$ cat config.mk
export PLATFORM = sky130hd
export DESIGN_NAME = core_pwrdn_seq
export DESIGN_NICKNAME = d
export VERILOG_FILES = /design/src/rtl/cpd_pkg.sv /design/src/rtl/cpd_sync.sv /design/src/rtl/cpd_rst_sync.sv /design/src/rtl/cpd_fsm.sv /design/src/rtl/core_pwrdn_seq.sv
export SDC_FILE = /design/constraint.sdc
export NUM_CORES = 1
export LEC_CHECK = 0
export BUFFER_PORTS_ARGS = -buffer_cell sky130_fd_sc_hd__buf_2
export CAP_MARGIN = 20
export CORE_MARGIN = 1
export CORE_UTILIZATION = 45
export CTS_BUF_LIST = sky130_fd_sc_hd__clkbuf_4
export DETAILED_ROUTE_END_ITERATION = 8
export PLACE_DENSITY = 0.75
export SYNTH_ARGS = -nofsm -noshare
export SYNTH_HDL_FRONTEND = slang
export SYNTH_SLANG_ARGS = --single-unit
$ cat constraint.sdc
create_clock -name clk -period 1 [get_ports clk]
set_clock_uncertainty 0.05 [all_clocks]
set_input_delay 0.15 -clock clk [delete_from_list [all_inputs] [get_ports clk]]
set_output_delay 0.15 -clock clk [all_outputs]
set_load 0.005 [all_outputs]
$ cat src/rtl/cpd_pkg.sv
package cpd_pkg;

  typedef enum logic [2:0] {
    PH_IDLE   = 3'd0,
    PH_FLUSH  = 3'd1,
    PH_WFI    = 3'd2,
    PH_COHX   = 3'd3,
    PH_OFFREQ = 3'd4
  } cpd_phase_e;

  localparam int unsigned CPD_NUM_HS = 4;
  localparam int unsigned CPD_HS_FLUSH = 0;
  localparam int unsigned CPD_HS_DONE  = 1;
  localparam int unsigned CPD_HS_WFI   = 2;
  localparam int unsigned CPD_HS_COHX  = 3;

endpackage

$ cat src/rtl/cpd_sync.sv
// Multi-bit bank of independent level synchronizers, each STAGES flops deep.
module cpd_sync #(
  parameter int unsigned WIDTH  = 1,
  parameter int unsigned STAGES = 3
) (
  input  logic             clk,
  input  logic             arst_n,
  input  logic [WIDTH-1:0] d,
  output logic [WIDTH-1:0] q
);

  logic [STAGES-1:0][WIDTH-1:0] chain;

  always_ff @(posedge clk or negedge arst_n) begin
    if (!arst_n) begin
      chain <= '0;
    end else begin
      chain <= {chain[STAGES-2:0], d};
    end
  end

  assign q = chain[STAGES-1];

endmodule

$ cat src/rtl/cpd_rst_sync.sv
// Reset synchronizer: asynchronous assertion from arst_n; the d input is
// sampled into the chain, so a low d asserts and a high d releases after
// STAGES edges.
module cpd_rst_sync #(
  parameter int unsigned STAGES = 2
) (
  input  logic clk,
  input  logic arst_n,
  input  logic d,
  output logic rst_n_o
);

  logic [STAGES-1:0] chain;

  always_ff @(posedge clk or negedge arst_n) begin
    if (!arst_n) begin
      chain <= '0;
    end else begin
      chain <= {chain[STAGES-2:0], d};
    end
  end

  assign rst_n_o = chain[STAGES-1];

endmodule

$ cat src/rtl/cpd_fsm.sv
// Shutdown phase machine: strictly ordered, one phase per satisfied condition.
module cpd_fsm
  import cpd_pkg::*;
(
  input  logic       clk,
  input  logic       rst_n,
  input  logic       flush_s,
  input  logic       done_s,
  input  logic       wfi_s,
  input  logic       cohx_s,
  input  logic       q_hold,
  output cpd_phase_e phase
);

  cpd_phase_e phase_nxt;

  always_comb begin
    phase_nxt = phase;
    unique case (phase)
      PH_IDLE:   if (flush_s)            phase_nxt = PH_FLUSH;
      PH_FLUSH:  if (done_s)             phase_nxt = PH_WFI;
      PH_WFI:    if (wfi_s)              phase_nxt = PH_COHX;
      PH_COHX:   if (cohx_s && !q_hold)  phase_nxt = PH_OFFREQ;
      PH_OFFREQ:                         phase_nxt = PH_OFFREQ;
      default:                           phase_nxt = PH_IDLE;
    endcase
  end

  always_ff @(posedge clk or negedge rst_n) begin
    if (!rst_n) begin
      phase <= PH_IDLE;
    end else begin
      phase <= phase_nxt;
    end
  end

endmodule

$ cat src/rtl/core_pwrdn_seq.sv
module core_pwrdn_seq
  import cpd_pkg::*;
#(
  parameter int unsigned SYNC_STAGES = 3,
  parameter int unsigned RST_STAGES  = 2
) (
  input  logic clk,
  input  logic rst_n,
  input  logic sw_rst_n,
  input  logic flush_req,
  input  logic flush_done,
  input  logic wfi_halt,
  input  logic coh_req,
  input  logic coh_ack,
  input  logic q_active,
  input  logic q_accept_n,
  output logic off_ready,
  output logic pd_clk_gate
);

  logic                  sys_rst_n;
  logic                  blk_rst_n;
  logic [CPD_NUM_HS-1:0] hs_raw;
  logic [CPD_NUM_HS-1:0] sync_q;
  logic                  q_hold;
  logic                  gate_nxt;
  cpd_phase_e            phase;

  // System-only reset domain, used by the clock-gate flag.
  cpd_rst_sync #(.STAGES(RST_STAGES)) i_sys_rst (
    .clk     (clk),
    .arst_n  (rst_n),
    .d       (1'b1),
    .rst_n_o (sys_rst_n)
  );

  // Combined reset: system reset asynchronously, software reset through the chain.
  cpd_rst_sync #(.STAGES(RST_STAGES)) i_blk_rst (
    .clk     (clk),
    .arst_n  (rst_n),
    .d       (sw_rst_n),
    .rst_n_o (blk_rst_n)
  );

  always_comb begin
    hs_raw               = '0;
    hs_raw[CPD_HS_FLUSH] = flush_req;
    hs_raw[CPD_HS_DONE]  = flush_done;
    hs_raw[CPD_HS_WFI]   = wfi_halt;
    hs_raw[CPD_HS_COHX]  = ~coh_req & ~coh_ack;
  end

  cpd_sync #(.WIDTH(CPD_NUM_HS), .STAGES(SYNC_STAGES)) i_hs_sync (
    .clk    (clk),
    .arst_n (blk_rst_n),
    .d      (hs_raw),
    .q      (sync_q)
  );

  assign q_hold = q_active & q_accept_n;

  cpd_fsm i_fsm (
    .clk     (clk),
    .rst_n   (blk_rst_n),
    .flush_s (sync_q[CPD_HS_FLUSH]),
    .done_s  (sync_q[CPD_HS_DONE]),
    .wfi_s   (sync_q[CPD_HS_WFI]),
    .cohx_s  (sync_q[CPD_HS_COHX]),
    .q_hold  (q_hold),
    .phase   (phase)
  );

  assign off_ready = (phase == PH_OFFREQ);
  assign gate_nxt  = ~sw_rst_n & (phase == PH_OFFREQ);

  always_ff @(posedge clk or negedge sys_rst_n) begin
    if (!sys_rst_n) begin
      pd_clk_gate <= 1'b0;
    end else begin
      pd_clk_gate <= gate_nxt;
    end
  end

endmodule

==> After elaboration in Yosys (flattened, before gate mapping) <==
Index checks and enable logic that the tools add are counted.
{ "classes": {"n_eq_ne": 8, "mux": 5, "n_bitwise": 6, "reduce_logical": 4} }
{ "ops": {"columns": ["cell", "count"], "rows": [
  ["$pmux 3 s5", 1],
  ["$mux 3", 4],
  ["$eq 3x2->1 const B", 2],
  ["$ne 2x2->1 const B", 3],
  ["$reduce_and 4->1", 1],
  ["$and 1x1->1", 3],
  ["$eq 3x1->1 const B", 1],
  ["$eq 3x3->1 const B", 1],
  ["$logic_not 3->1", 1],
  ["$not 1->1", 3],
  ["$ne 2x1->1 const B", 1],
  ["$logic_and 1x1->1", 1],
  ["$logic_not 1->1", 1]
]} }
{ "totals": {"reg_bits": 20, "wordCells": 30} }

==> Depth between registers and ports, before layout <==
{ "logic_depth": {"ltp_word": 5, "ltp_mapped": 3, "depth_no_buf": 3} }

==> Hierarchy <==
From an unflattened synthesis, not the netlist that was laid out.
{ "unflattened": {"hier_cells": 41, "hier_area_um2": 654.4} }
{ "modules_own_cells": {"columns": ["module", "instances", "cells_each", "area_per_inst_um2", "seq_area_each_um2"], "rows": [
  ["cpd_sync", 1, 16, 330.3, 300.3],
  ["cpd_fsm", 1, 15, 162.7, 75.1],
  ["cpd_rst_sync", 2, 2, 50.0, 50.0],
  ["core_pwrdn_seq", 1, 6, 61.3, 25.0]
]} }

==> Worst setup path before layout <==
Ideal clock, no wire load.
{ "synth_timing": {"kind": "register -> register", "start": "register i_fsm.phase[1]", "end": "register i_fsm.phase[2]", "setup_time_ns": 0.120, "arrival_time_ns": 0.775, "required_time_ns": 0.830, "path_slack_ns": 0.055, "path_stages_with_launch": 3, "period_less_slack_ns": 0.945, "cell_sequence": "dfrtp_1 nor2b_1 a41o_1"} }
{ "synth_via": {"elab_chain_len": 3, "word_cells_on_any_way": 11, "classes_between": "eq/ne: 8; mux: 1; reduce/logical: 2"} }
{ "synth_lines": {"columns": ["element", "line_no", "text"], "rows": [
  ["start, declared", "cpd_fsm.sv:12", "output cpd_phase_e phase"],
  ["start signal, assigned", "cpd_fsm.sv:33", "phase <= phase_nxt;"],
  ["$eq 3x2->1 (tied with other cells)", "cpd_fsm.sv:19", "unique case (phase)"],
  ["$ne 2x1->1 (no source line) / $ne 2x2->1 (equally long branches)", null, null],
  ["$reduce_and 4->1 (no source line)", null, null]
]} }
Parallel ways exist; a longest one is shown, timed or not.
A chain may end at the register's enable or synchronous reset.

==> Worst setup path in the final report <==
{ "layout_timing": {"start": "register i_fsm.phase[0]", "end": "output off_ready"} }
{ "layout_via": {"elab_chain_len": 1} }
{ "layout_lines": {"columns": ["element", "line_no", "text"], "rows": [
  ["$eq 3x3->1", "core_pwrdn_seq.sv:73", "assign off_ready = (phase == PH_OFFREQ);"],
  ["end, declared", "core_pwrdn_seq.sv:17", "output logic off_ready,"]
]} }
Every way passes these cells.

==> flow_metrics.tcl <==
set metrics [dict create \
    core_area_sq_um 1190 \
    cp_max_fo 2 \
    failed_checks "negative setup slack" \
    maxCapViolations 0 \
    slowest_stage "dfrtp_1" \
    p_clk_frac 0.195 \
    min_path_type "register to asynchronous set/reset pin" \
    worstSkewPairLatency_ps 280 \
    finalHoldViolCount 0 \
    synth_seq_cells 20 \
    synth.distinct_cells 14 \
    rows 12 \
    die_x_um 38.9 \
    grt_pass1_wl_mm 1.52 \
    vdd_drop_max_mv 0.994 \
    post-route-drc-count 0 \
    intPower_w 0.00130 \
    pin_count 12 \
    grt_max_degree 16 \
    power_density_nw_per_um2 2050 \
    grt.total_usage 0.166 \
    cp_top_family "flip-flops" \
    cts-buffers-inserted 3 \
    setup_tns_ps -470 \
    post-route-util 0.715 \
    clk_pin_slew_ps 100 \
    wl_per_cell_um 12.2 \
    power.switching_w 0.000437 \
    path_buf_inv 1 \
    die_y_um 38.9 \
    power.leakage_nw 0.414 \
    viasPerCell 4.66 \
    num_vias 359 \
    syn-instance-count 35 \
    routabilityCongestion 0.626 \
    drive_above_1_share 0.381 \
    root_buffer "clkbuf_4" \
    worstPathArrival_ps 1010 \
    switching_share 0.251 \
    crit_chain "nor3b_2 -> buf_2" \
    power_frac_comb 0.264 \
    crit_path_end_kind "primary output" \
    synth_area_sq_um 612 \
    dieArea_sq_um 1510 \
    sequentialPowerShare 0.541 \
    post-route-period-util 1.21 \
    critPathLaunchType "register" \
    clock_path_buffers 2 \
    cts.sinks 20 \
    max_freq_mhz 824 \
    setup_viol 4 \
    cts_tree "yes" \
    required_ps 800 \
    timing.final.ws_setup_ps -214 \
    h-tree-depth 1 \
    maxSlewViolCount 0 \
    drtIter0Drc 3 \
    grt_antenna_before_repair 0 \
    hpwl_um 622 \
    detail-route-antenna-nets 0 \
    totalWireLength_um 942 \
    nets 75 \
    cp_slowest_stage_delay_ps 400 \
    first_pass_iters 2 \
    grt_pass1_vias 368 \
    antenna_cells 0 \
    portBuffers 11 \
    status "finished with violations" \
    rsz0062_at_grt "yes" \
    syn_avg_cell_area_sq_um 17.5 \
    ys_warn_count 0 \
    syn-num-nets 45 \
    grt_overflow_total 0 \
    syn_to_final_growth_pct 38.7 \
    min_period_ps 1210 \
    yosysSeqAreaShare 0.818 \
    fillCellCount 88 \
    crit_type "register to primary output" \
    start_util 0.516 \
]
[cells by family (layout without fill, tap and decap cells)]
family	after synthesis	after routing	synth area share
muxes	1	1	0.0164
and+or+nand+nor	10	10	0.100
buffers and inverters	0	28	0
other	1	1	0.00613
AOI/OAI and AO/OA	3	3	0.0593
DFF	20	20	0.818
[layer usage]
layer  track usage  vias to the layer above  wire (um)
met4         0.103                        0          6
met2         0.279                       10        472
met3        0.0520                        2         39
met1         0.178                      170        423
met5             0                        -          0
li1              -                      177          -
[power by group through the flow]
stage	Combinational, W	Clock (W)	Sequential (W)
2_1_floorplan	0.000150	0	0.000989
3_3_place_gp	0.000237	0	0.000978
3_5_place_dp	0.000258	0	0.000991
4_1_cts	0.000397	0.000355	0.000941
5_1_grt	0.000498	0.000390	0.000950
6_report	0.000459	0.000340	0.000941
[per-stage QoR]
stage	hold WS (ps)	instance area [sq um]	std cells	total power (W)	setup WS, ps
2_1_floorplan	-196	612	35	0.00114	54.5
3_3_place_gp	-97.1	699	62	0.00121	13.1
3_5_place_dp	-89.5	699	62	0.00125	-8.54
4_1_cts	134	833	77	0.00169	-218
5_1_grt	145	848	77	0.00184	-292
6_report	129	848	77	0.00174	-214
[sequential cells by signal, indices dropped and copies added, names as in the netlist]
| name | count |
|---|---|
| pd_clk_gate | 1 |
| i_hs_sync.q | 4 |
| i_hs_sync.chain | 8 |
| i_sys_rst.chain | 2 |
| i_fsm.phase | 3 |
| i_blk_rst.chain | 2 |
[cell type report]
type | count | area [sq um] | area share
clock buffer | 3 | 22.5 | 0.0265
multi-input combinational | 15 | 126 | 0.149
sequential | 20 | 502 | 0.591
tap | 14 | 17.5 | 0.0206
timing repair buffer | 25 | 180 | 0.212
[worst paths after layout]
path / startpoint / slack, ps / cells past startpoint / endpoint
worst max-delay path: i_fsm.phase[0] / -210 / 2 / off_ready
worst min-delay path: i_blk_rst.chain[1] / 130 / 1 / i_hs_sync.chain[3]
worst max register to register: i_fsm.phase[1] / -90 / 4 / i_fsm.phase[0]
worst min register to register: i_blk_rst.chain[1] / 130 / 1 / i_hs_sync.chain[3]
max in group asynchronous: i_sys_rst.chain[1] / 300 / 1 / pd_clk_gate
min in group clk: q_accept_n / 220 / 3 / i_fsm.phase[2]
[cells in the final DEF, fill, tap and decap left out]
cell and n:
buf_2 11, nor2b_1 2, dfrtp_2 1, mux2i_2 1
and3_1 1, nor2_1 2, clkbuf_4 3, nand2_1 1
dfrtp_1 19, a41o_1 1, dlygate4sd3_1 8, a32o_1 1
o32ai_4 1, nand3_1 1, buf_4 6, nand3b_1 1
conb_1 1, nor3b_2 1, nand2b_1 1
[synth_stat cells (all sizes together)]
library cell	number	area [sq um]
nand3	1	5.00
nor3b	1	12.5
o32ai	1	16.3
mux2i	1	10.0
nor2b	2	12.5
a41o	1	10.0
a32o	1	10.0
nand2b	1	6.26
nor2	2	7.51
dfrtp	20	500
and3	1	6.26
nand3b	1	7.51
conb	1	3.75
nand2	1	3.75
[repair_timing]
action,4_1_cts,5_1_grt
setup endpoints to repair,2,6
endpoints found under the hold margin,11,0
gates resized for setup,1,2
pin swaps,1,1
buffers inserted,4,0
hold buffers,8,0
Power figures use the tool's default switching activity.
